File: src/rtl/mtx_pkg.sv
package mtx_pkg;

    typedef enum logic [1:0] {
        PH_IDLE   = 2'd0,
        PH_FIRST  = 2'd1,
        PH_SECOND = 2'd2
    } phase_e;

    typedef enum logic {
        MODE_FSK = 1'b0,
        MODE_OOK = 1'b1
    } mod_mode_e;

endpackage

File: src/rtl/mtx_seq.sv
// Half-bit sequencer: accepts a bit at a boundary strobe, emits the
// Manchester symbol for each half.
module mtx_seq
    import mtx_pkg::*;
(
    input  logic clk,
    input  logic rst_n,
    input  logic half_tick,
    input  logic in_valid,
    input  logic in_data,
    output logic in_ready,
    output logic load_cfg,
    output logic busy,
    output logic sym
);

    typedef struct packed {
        phase_e phase;
        logic   bit_v;
    } seq_t;

    seq_t seq_q, seq_d;
    logic at_boundary;

    always_comb begin
        seq_d       = seq_q;
        at_boundary = (seq_q.phase != PH_FIRST);
        in_ready    = half_tick && at_boundary;
        load_cfg    = in_ready;
        if (half_tick) begin
            if (!at_boundary) begin
                seq_d.phase = PH_SECOND;
            end else if (in_valid) begin
                seq_d.phase = PH_FIRST;
                seq_d.bit_v = in_data;
            end else begin
                seq_d.phase = PH_IDLE;
            end
        end
    end

    always_ff @(posedge clk or negedge rst_n) begin
        if (!rst_n) begin
            seq_q <= '{phase: PH_IDLE, bit_v: 1'b0};
        end else begin
            seq_q <= seq_d;
        end
    end

    assign busy = (seq_q.phase != PH_IDLE);
    assign sym  = (seq_q.phase == PH_FIRST) ? seq_q.bit_v : ~seq_q.bit_v;

endmodule

File: src/rtl/mtx_cfg_hold.sv
// Shadow of the configuration, refreshed only at bit boundaries.
module mtx_cfg_hold
    import mtx_pkg::*;
#(
    parameter int DEV_W = 3,
    parameter int PWR_W = 4
) (
    input  logic             clk,
    input  logic             rst_n,
    input  logic             load,
    input  mod_mode_e        mode_in,
    input  logic [DEV_W-1:0] dev_in,
    input  logic [PWR_W-1:0] pwr_in,
    output mod_mode_e        mode_out,
    output logic [DEV_W-1:0] dev_out,
    output logic [PWR_W-1:0] pwr_out
);

    typedef struct packed {
        mod_mode_e        mode;
        logic [DEV_W-1:0] dev;
        logic [PWR_W-1:0] pwr;
    } cfg_t;

    cfg_t cfg_q, cfg_d;

    always_comb begin
        cfg_d = cfg_q;
        if (load) begin
            cfg_d.mode = mode_in;
            cfg_d.dev  = dev_in;
            cfg_d.pwr  = pwr_in;
        end
    end

    always_ff @(posedge clk or negedge rst_n) begin
        if (!rst_n) begin
            cfg_q <= '{mode: MODE_FSK, dev: '0, pwr: '0};
        end else begin
            cfg_q <= cfg_d;
        end
    end

    assign mode_out = cfg_q.mode;
    assign dev_out  = cfg_q.dev;
    assign pwr_out  = cfg_q.pwr;

endmodule

File: src/rtl/mtx_map.sv
// Maps the current symbol onto the transmitter controls of the active mode.
module mtx_map
    import mtx_pkg::*;
#(
    parameter int DEV_W = 3,
    parameter int PWR_W = 4
) (
    input  mod_mode_e        mode,
    input  logic [DEV_W-1:0] dev,
    input  logic [PWR_W-1:0] pwr,
    input  logic             busy,
    input  logic             sym,
    output logic [DEV_W-1:0] dev_code,
    output logic             pa_on,
    output logic [PWR_W-1:0] pa_level
);

    logic mark;

    always_comb begin
        mark     = busy && sym;
        pa_level = pwr;
        unique case (mode)
            MODE_OOK: begin
                dev_code = '0;
                pa_on    = mark;
            end
            default: begin
                dev_code = mark ? dev : '0;
                pa_on    = 1'b1;
            end
        endcase
    end

endmodule

File: src/rtl/manchester_mod.sv
module manchester_mod
    import mtx_pkg::*;
#(
    parameter int DEV_W = 3,
    parameter int PWR_W = 4
) (
    input  logic             clk,
    input  logic             rst_n,
    input  logic             half_tick,
    input  logic             in_valid,
    input  logic             in_data,
    output logic             in_ready,
    input  logic             cfg_ook,
    input  logic [DEV_W-1:0] cfg_dev,
    input  logic [PWR_W-1:0] cfg_pwr,
    output logic [DEV_W-1:0] dev_code,
    output logic             pa_on,
    output logic [PWR_W-1:0] pa_level
);

    logic             seq_load;
    logic             seq_busy;
    logic             seq_sym;
    mod_mode_e        act_mode;
    logic [DEV_W-1:0] act_dev;
    logic [PWR_W-1:0] act_pwr;

    mtx_seq u_seq (
        .clk      (clk),
        .rst_n    (rst_n),
        .half_tick(half_tick),
        .in_valid (in_valid),
        .in_data  (in_data),
        .in_ready (in_ready),
        .load_cfg (seq_load),
        .busy     (seq_busy),
        .sym      (seq_sym)
    );

    mtx_cfg_hold #(.DEV_W(DEV_W), .PWR_W(PWR_W)) u_cfg (
        .clk     (clk),
        .rst_n   (rst_n),
        .load    (seq_load),
        .mode_in (mod_mode_e'(cfg_ook)),
        .dev_in  (cfg_dev),
        .pwr_in  (cfg_pwr),
        .mode_out(act_mode),
        .dev_out (act_dev),
        .pwr_out (act_pwr)
    );

    mtx_map #(.DEV_W(DEV_W), .PWR_W(PWR_W)) u_map (
        .mode    (act_mode),
        .dev     (act_dev),
        .pwr     (act_pwr),
        .busy    (seq_busy),
        .sym     (seq_sym),
        .dev_code(dev_code),
        .pa_on   (pa_on),
        .pa_level(pa_level)
    );

endmodule

File: config.mk
export PLATFORM = sky130hd
export DESIGN_NAME = manchester_mod
export DESIGN_NICKNAME = d
export VERILOG_FILES = /design/src/rtl/mtx_pkg.sv /design/src/rtl/mtx_seq.sv /design/src/rtl/mtx_cfg_hold.sv /design/src/rtl/mtx_map.sv /design/src/rtl/manchester_mod.sv
export SDC_FILE = /design/constraint.sdc
export NUM_CORES = 1
export LEC_CHECK = 0
export BUFFER_PORTS_ARGS = -buffer_cell sky130_fd_sc_hd__clkbuf_2
export CORE_AREA = 2 2 42 44
export DETAILED_ROUTE_END_ITERATION = 16
export DIE_AREA = 0 0 44 46
export PLACE_DENSITY = 0.65
export RECOVER_POWER = 100
export REMOVE_ABC_BUFFERS = 1
export SLEW_MARGIN = 0
export SYNTH_ARGS = -nofsm -noshare
export SYNTH_HDL_FRONTEND = slang
export SYNTH_HIERARCHICAL = 1
export SYNTH_SLANG_ARGS = --single-unit
File: constraint.sdc
create_clock -name clk -period 2.55 [get_ports clk]
set_input_delay 0.1275 -clock clk [delete_from_list [all_inputs] [get_ports clk]]
set_output_delay 0.1275 -clock clk [all_outputs]
set_load 0.005 [all_outputs]
## Yosys cells after proc, flatten, opt, wreduce, memory -nomap -nowiden

Cells that the tools add are included.

| operators by class | value |
|---|---|
| $add $sub $neg | 0 |
| $mul | 0 |
| div/mod/pow operators | 0 |
| order comparisons | 0 |
| equal/unequal tests | 2 |
| shifts and indexed selects | 0 |
| mux-type cells | 6 |
| bitwise gates (word level) | 1 |
| reductions and logical operators | 4 |

Operators by type and width:

| operator | number |
|---|---|
| 3-bit 2-to-1 mux | 2 |
| 1-bit 2-to-1 mux | 3 |
| 3-bit AND reduction | 1 |
| 2-bit by 1-bit equality test with 1-bit output (second input constant) | 1 |
| 1-bit logical AND | 2 |
| 2-bit 2-to-1 mux | 1 |
| 2-bit by 1-bit != test with 1-bit output (second input constant) | 1 |
| 2-bit nonzero test | 1 |
| 1-bit inverter | 1 |

| storage, ports and cells | value |
|---|---|
| flip-flop bits (word level) | 11 |
| bits in latches | 0 |
| RAM bits | 0 |
| memory bits (read-only) | 0 |
| input port bits | 13 |
| output and inout bits | 9 |
| word-level logic and storage cells | 18 |
| memories kept | 0 |

## Depth between registers and ports, before layout

Gate-level depths: netlist of the first run.

| depth | value |
|---|---|
| depth in word-level cells | 5 |
| depth in mapped cells | 5 |
| depth with buffers taken out | 3 |

## Cells and area by module

Netlist of the first run, hierarchy kept.

Modules (own cells, without submodules):

| module | times used | cells an instance | area an instance (sq um) | seq. area each (sq um) |
|---|---|---|---|---|
| mtx_cfg_hold | 1 | 17 | 331.6 | 200.2 |
| mtx_seq | 1 | 14 | 163.9 | 75.1 |
| mtx_map | 1 | 8 | 70.1 | 0.0 |

## Least setup slack after synthesis of the first run

OpenSTA, ideal clock, no wires.

| path | value |
|---|---|
| path kind | reg-to-reg |
| start | register u_seq/seq_q[2] (netlist bit) |
| end | register u_cfg.cfg_q (netlist bit u_cfg/dev_out[0]) |
| library setup time | 0.125 ns |
| data arrival time | 1.246 ns |
| required time | 2.425 ns |
| slack | 1.179 ns |
| cell stages (with the launch flop) | 6 |
| path buffers | 2 |
| period minus slack after synthesis | 1.371 ns |
| path through | dfrtp_1 -> nand2b_4 -> and2_2 -> buf_4 -> buf_6 -> mux2_4 |

| on the way | value |
|---|---|
| longest elaborated chain between the ends | 2 |

RTL lines:

| item | RTL line | RTL |
|---|---|---|
| start, declared | mtx_seq.sv:22 | `seq_t seq_q, seq_d;` |
| start signal, assigned | mtx_seq.sv:44 | `seq_q <= '{phase: PH_IDLE, bit_v: 1'b0};` |
| start signal, assigned | mtx_seq.sv:46 | `seq_q <= seq_d;` |
| 2-bit by 1-bit != test with 1-bit output | mtx_seq.sv:27 | `at_boundary = (seq_q.phase != PH_FIRST);` |
| 1-bit logical AND | mtx_seq.sv:28 | `in_ready = half_tick && at_boundary;` |
| net in_ready | manchester_mod.sv:12 | `output logic in_ready,` |
| end signal, assigned | mtx_cfg_hold.sv:38 | `cfg_q <= '{mode: MODE_FSK, dev: '0, pwr: '0};` |
| end signal, assigned | mtx_cfg_hold.sv:40 | `cfg_q <= cfg_d;` |
| end, declared | mtx_cfg_hold.sv:25 | `cfg_t cfg_q, cfg_d;` |

The timed path passes the listed nets, and every way through them passes these cells.
A chain may end at the register's enable or synchronous reset.

## Worst setup path after layout of the first run

| path | value |
|---|---|
| start | register u_seq/seq_q[1] (netlist bit) |
| end | output port in_ready |

| on the way | value |
|---|---|
| longest elaborated chain between the ends | 2 |

RTL lines:

| item | RTL line |
|---|---|
| 2-bit by 1-bit != test with 1-bit output | mtx_seq.sv:27 |
| 1-bit logical AND | mtx_seq.sv:28 |
| end, declared | manchester_mod.sv:12 |

Every way passes these cells.

==> reports/results.ini, run 1 <==
[floorplanning]
core-area_sq_um=1614
die_h_um=46
dieArea_sq_um=2024
num_rows=15
io_pins=22
initial_core_util=0.3504
fp.dieW_um=44

[global_routing]
grt_start_max_net_pins=12
grt_first_pass_wirelength_um=1545
grt_usage=0.1108
overflow=0
grt_pass1_vias=362
antenna_found_initial=0

[critical_path]
crit_end=in_ready
slowest_delay_ns=0.55
crit_slowest_cell=and2_0
startpoint_type=flip-flop
worstPathArrival_ns=1.55
rrSetupSlack_ns=0.98
reg2reg_to=u_cfg/dev_out[1]$_DFFE_PN0P_
critical_path.startpoint=u_seq/seq_q[1]$_DFFE_PN0P_
r2r_start=u_seq/seq_q[1]$_DFFE_PN0P_
critPathKind=reg -> out
crit_chain=nand2b_1 -> and2_0 -> clkbuf_2
end_kind=primary output
required_ns=2.42
critPathMaxFanout=9
worst_r2r_path_depth=3

[timing]
fmax_mhz=597.9
finalClockSkew_ns=0.0009579
hold_viol=0
finalCritPeriodShare=0.6559
fin_ws_ns=0.8775
relSlewSlack=0.5844
setup_viol=0
maxSlewViolCount=0
rsz0062_at_grt=false
min_period_ns=1.673
timing.setup.tns_ns=0
worst_pin_slew_ns=0.6230
holdWs_ns=0.08271

[cts]
cts_buffers=3
cts_tree=built
post_cts_buffers=0
clk_latency_ns=0.26
numClockSinks=11
holdBufCountCts=1
clkTransAtPathRegs_ns=0.06
clock_path_buffers=2
h-tree-depth=1
postCtsResizedCells=0
cts-root-buf=clkbuf_4

[power]
p_sw_frac=0.2643
clockPowerShare=0.249
p_leak_nw=0.3248
p_sw_mw=0.1189
peakVddDrop_v=0.0002509
combPwrFrac=0.244
p_int_mw=0.3309
seqPwrFrac=0.507
power_mw=0.4498
power_density_nw_per_um2=710.4

[min_path]
min_path_type=in -> reg

[final_layout]
syn_to_final_growth_pct=11.95
multiInputGateArea_sq_um=190.2
drive_gt1_frac=0.3898
num_antenna_cells=0
design_area_sq_um=633.1
fin_util=0.3922
fillCellCount=175
fin_cells=76
regArea_sq_um=275.3
num-nets-final=73

[synth]
synthFlopType=dfrtp_1
synth.top_cells.by_count=dfrtp_1, mux2_4, buf_4
synth_edf_count=0
ys_seq_area_frac=0.4867
synthTopCellsByArea=dfrtp_1, mux2_4, buf_4
ys_seq_elements=11
synth_area_sq_um=565.5
synth.most_common_cell=dfrtp_1
syn_inst=39
async_reset_ff_frac=1.000
yosysWarningCount=6
synth_top_area_cell=dfrtp_1
syn_avg_cell_area_sq_um=14.50
yosysTopAreaCellShare=0.4867
ys_types=14

[placement]
place_area_sq_um=643.1
io_buffers=21
place_inst=71
dp_slack_ns=1.268
dp_hpwl_um=713.9
place.gp.congestion=0.7117

[drt]
via_per_inst=4.605
ant_nets=0
routedWlPerCell_um=11.17
vias=350
first_pass_iters=2
drc=0
drt_wl_total_um=849
drtIter0Drc=5

[status]
outcome=completed

[run]
cap_violations=0

-- sequential cells by signal, summed over array words and instances (netlist names) --
register,count
u_seq/seq_q,3
u_cfg/pwr_out,4
u_cfg/mode_out,1
u_cfg/dev_out,3
-- logic make-up after synthesis --
| group | count (synthesis) | synth area share |
|---|---|---|
| flip-flops | 11 | 0.4867 |
| multiplexers | 10 | 0.2566 |
| buffers and inverters | 8 | 0.09957 |
| AND/OR/NAND/NOR | 7 | 0.1150 |
| AO/OA/AOI/OAI | 2 | 0.02654 |
| XOR/XNOR | 1 | 0.01549 |
-- cell usage in the layout, fill, tap and decap left out --
cell / synthesis / routed
mux2_1: 0 / 8
mux2_4: 9 / 1
clkbuf_4: 0 / 3
xor2_1: 1 / 1
dfrtp_1: 11 / 11
inv_1: 2 / 2
nand3_1: 0 / 1
a21bo_1: 1 / 1
mux2i_1: 1 / 1
nand2_1: 1 / 1
clkbuf_1: 0 / 3
and4b_1: 3 / 3
clkbuf_2: 0 / 19
nand2b_1: 0 / 1
dlygate4sd3_1: 0 / 1
o21ai_0: 1 / 1
and2_0: 0 / 1
-- worst min-delay path by stage --
stage / depth (start not counted) / end / startpoint
global route: 2 / u_cfg/dev_out[0]$_DFFE_PN0P_ / cfg_dev[0]
global placement: 1 / u_seq/seq_q[0]$_DFFE_PN0P_ / rst_n
finish: 2 / u_seq/seq_q[0]$_DFFE_PN0P_ / in_data
CTS: 2 / u_cfg/pwr_out[3]$_DFFE_PN0P_ / cfg_pwr[3]
detailed placement: 1 / u_seq/seq_q[0]$_DFFE_PN0P_ / rst_n
floorplan: 0 / u_cfg/dev_out[0]$_DFFE_PN0P_ / rst_n
-- per-layer routing --
layer / routed length [um] / part of all wire / global-route usage
met1: 401 / 0.47 / 0.1397
met2: 363 / 0.43 / 0.1618
met3: 76 / 0.090 / 0.03571
met4: 8 / 0.0094 / 0.07273
met5: 0 / 0 / 0
-- power groups by stage --
stage	sequential, mW	clock [mW]	combinational, mW
floorplan	0.231	0	0.0932
global placement	0.235	0	0.140
finish	0.228	0.112	0.110
global route	0.235	0.127	0.126
CTS	0.232	0.119	0.143
detailed placement	0.235	0	0.142
-- layout make-up --
| type | count | share of cell area |
|---|---|---|
| Multi-Input combinational cell | 20 | 0.3004 |
| Timing Repair Buffer | 22 | 0.1779 |
| Inverter | 2 | 0.01186 |
| Sequential cell | 11 | 0.4348 |
| Tap cell | 17 | 0.03360 |
| Clock buffer | 4 | 0.04150 |
-- worst max-delay path, delay by kind of cell (launching register included) --
kind,cells,cell delay [ns]
simple gates,2,0.69
buf+inv,1,0.22
flops,1,0.38
Power figures use the tool's default switching activity.
==> run 2, diff against run 1 <==
PLACE_DENSITY = 0.68   (was 0.65)
clock period = 1.41 ns   (was 2.55 ns; I/O delays follow)
==> run 2 against run 1 <==
Effect of this change:
- final area is 11% higher
- sequential power up 88%
- first-iteration DRC count fell by 80%
- count of clock-buffer cells in the layout unchanged
- global-route usage is 0.46 points lower
- utilization grew 4.4 points
- hold slack worse by 0.045 ns
- highest routed layer is now met3
==> reports/results.ini, run 2 (synthesis gave the netlist of run 1 again) <==
[final_layout]
fin_cells=77  ; was 76
multiInputGateArea_sq_um=252.7  ; was 190.2 sq um
layout_common_cells=clkbuf_2, dfrtp_1, mux2_4  ; was clkbuf_2, dfrtp_1, mux2_1
final_common_cell=clkbuf_2  ; unchanged
fin_util=0.4364  ; was 0.3922
syn_to_final_growth_pct=24.56  ; was 11.95%
fillCellCount=154  ; was 175
design_area_sq_um=704.4  ; was 633.1 sq um
regArea_sq_um=275.3  ; unchanged
num-nets-final=74  ; was 73
drive_gt1_frac=0.6167  ; was 0.3898
num_antenna_cells=0  ; unchanged
largest_reg_flops=4  ; unchanged

[placement]
place_area_sq_um=643.1  ; unchanged
place.gp.congestion=0.7050  ; was 0.7117
io_buffers=21  ; unchanged
dp_hpwl_um=743.9  ; was 713.9 um
place_inst=71  ; unchanged

[critical_path]
r2r_start=u_seq/seq_q[1]$_DFFE_PN0P_  ; unchanged
crit_chain=nand2b_4 -> and2_2 -> clkbuf_2  ; was nand2b_1 -> and2_0 -> clkbuf_2
critPathKind=reg -> out  ; unchanged
reg2reg_to=u_cfg/pwr_out[3]$_DFFE_PN0P_  ; was u_cfg/dev_out[1]$_DFFE_PN0P_
worst_r2r_path_depth=3  ; unchanged
rrSetupSlack_ns=0.10  ; was 0.98 ns
worstPathArrival_ns=1.30  ; was 1.55 ns
slowest_delay_ns=0.41  ; was 0.55 ns
startpoint_type=flip-flop  ; unchanged
crit_end=in_ready  ; unchanged
end_kind=primary output  ; unchanged
required_ns=1.34  ; was 2.42 ns
critPathMaxFanout=9  ; unchanged
critical_path.startpoint=u_seq/seq_q[1]$_DFFE_PN0P_  ; unchanged
crit_slowest_cell=dfrtp_1  ; was and2_0

[drt]
drt_wl_total_um=936  ; was 849 um
via_per_inst=4.584  ; was 4.605
vias=353  ; was 350
first_pass_iters=2  ; unchanged
ant_nets=0  ; unchanged
drc=0  ; unchanged
wl_met1_um=417  ; was 401 um
drtIter0Drc=1  ; was 5
dr_wl_met3_um=89  ; was 76 um
highest_layer=met3  ; was met4
route.met2.wl_um=429  ; was 363 um
routedWlPerCell_um=12.16  ; was 11.17 um

[cts]
h-tree-depth=1  ; unchanged
clkTransAtPathRegs_ns=0.06  ; about the same
clock_path_buffers=2  ; unchanged
cts_tree=built  ; unchanged
cts_buffers=3  ; unchanged
cts-root-buf=clkbuf_4  ; unchanged
clk_latency_ns=0.26  ; about the same
numClockSinks=11  ; unchanged

[timing]
hold_viol=0  ; unchanged
fmax_mhz=730.6
setup_viol=0  ; unchanged
min_period_ns=1.369
finalClockSkew_ns=0.001061  ; was 0.0009579 ns
timing.setup.tns_ns=0  ; unchanged
relSlewSlack=0.6282  ; was 0.5844
worst_pin_slew_ns=0.5577  ; was 0.6230 ns
finalCritPeriodShare=0.9707
maxSlewViolCount=0  ; unchanged
rsz0062_at_grt=true  ; was false

[status]
outcome=completed  ; unchanged

[global_routing]
grt_first_pass_wirelength_um=1538  ; was 1545 um
grt_pass1_vias=369  ; was 362
grt_usage=0.1062  ; was 0.1108
overflow=0  ; unchanged
grt_start_max_net_pins=12  ; unchanged
antenna_found_initial=0  ; unchanged

[power]
p_int_mw=0.6647  ; was 0.3309 mW
peakVddDrop_v=0.0004780  ; was 0.0002509 V
p_sw_mw=0.2454  ; was 0.1189 mW
combPwrFrac=0.306  ; was 0.244
p_sw_frac=0.2697  ; was 0.2643
clockPowerShare=0.223  ; was 0.249
p_leak_nw=0.3735  ; was 0.3248 nW
power_density_nw_per_um2=1292  ; was 710.4 nW/um^2
seqPwrFrac=0.470  ; was 0.507

[min_path]
min_path_type=in -> reg  ; unchanged
min_from=cfg_pwr[1]  ; was in_data
whs_path_depth=2  ; unchanged

[floorplanning]
io_pins=22  ; unchanged
die_h_um=46  ; unchanged
initial_core_util=0.3504  ; unchanged
core-area_sq_um=1614  ; unchanged
dieArea_sq_um=2024  ; unchanged
fp.dieW_um=44  ; unchanged
num_rows=15  ; unchanged

[run]
cap_violations=0  ; unchanged

-- run 2: cell types whose count changed in the layout (fill, tap and decap cells not counted), sizes merged --
cell  previous run  this run
buf              0         1
-- run 2: what timing repair did --
item / in CTS / in global routing
resized for setup: 1 / 1
endpoints found under the setup margin: 3 / 4
setup buffers: 0 / 1
pin swaps: 0 / 1
hold buffers: 1 / 0
hold endpoints to repair: 11 / 0
-- run 2: layout make-up --
class                   instances  area share
clock buffers                   4     0.03730
inverters                       2     0.01066
multi-input cells              20      0.3588
flip-flops and latches         11      0.3908
well taps                      17     0.03020
repair buffers                 23      0.1723
-- run 2: per-layer routing --
layer  vias to the layer above  global-route usage
met5                         -                   0
met4                         0             0.07273
li1                        170                   -
met3                         0             0.03968
met1                       167              0.1386
met2                        16              0.1441
-- run 2: worst min-delay path by stage --
stage	to
after detailed placement	u_seq/seq_q[0]$_DFFE_PN0P_
after global placement	u_seq/seq_q[0]$_DFFE_PN0P_
after CTS	u_cfg/pwr_out[1]$_DFFE_PN0P_
after global routing	u_cfg/pwr_out[1]$_DFFE_PN0P_
after floorplan	u_cfg/dev_out[0]$_DFFE_PN0P_
final	u_cfg/pwr_out[1]$_DFFE_PN0P_
-- run 2: through the flow --
| step | total power, mW | setup slack, ns | hold slack, ns |
|---|---|---|---|
| finish | 0.9101 | 0.04132 | 0.03773 |
| global route | 0.9727 | -0.04024 | 0.02635 |
| CTS | 0.9045 | 0.001623 | 0.02940 |
| detailed placement | 0.6849 | 0.1361 | -0.04127 |
| global placement | 0.6748 | 0.1644 | -0.04583 |
| floorplan | 0.5863 | 0.1927 | -0.2251 |
-- run 2: worst max-delay path: cells and delay by family, from the launching register on --
family | cells | cell delay, ns
simple gates | 2 | 0.45
buf+inv | 1 | 0.17
flops | 1 | 0.41
-- run 2: power by group through the flow --
stage               Sequential (mW)  Combinational, mW  Clock (mW)
floorplan                     0.418              0.169           0
global placement              0.424              0.250           0
detailed placement            0.425              0.260           0
CTS                           0.424              0.266       0.214
global route                  0.438              0.307       0.228
finish                        0.428              0.279       0.203
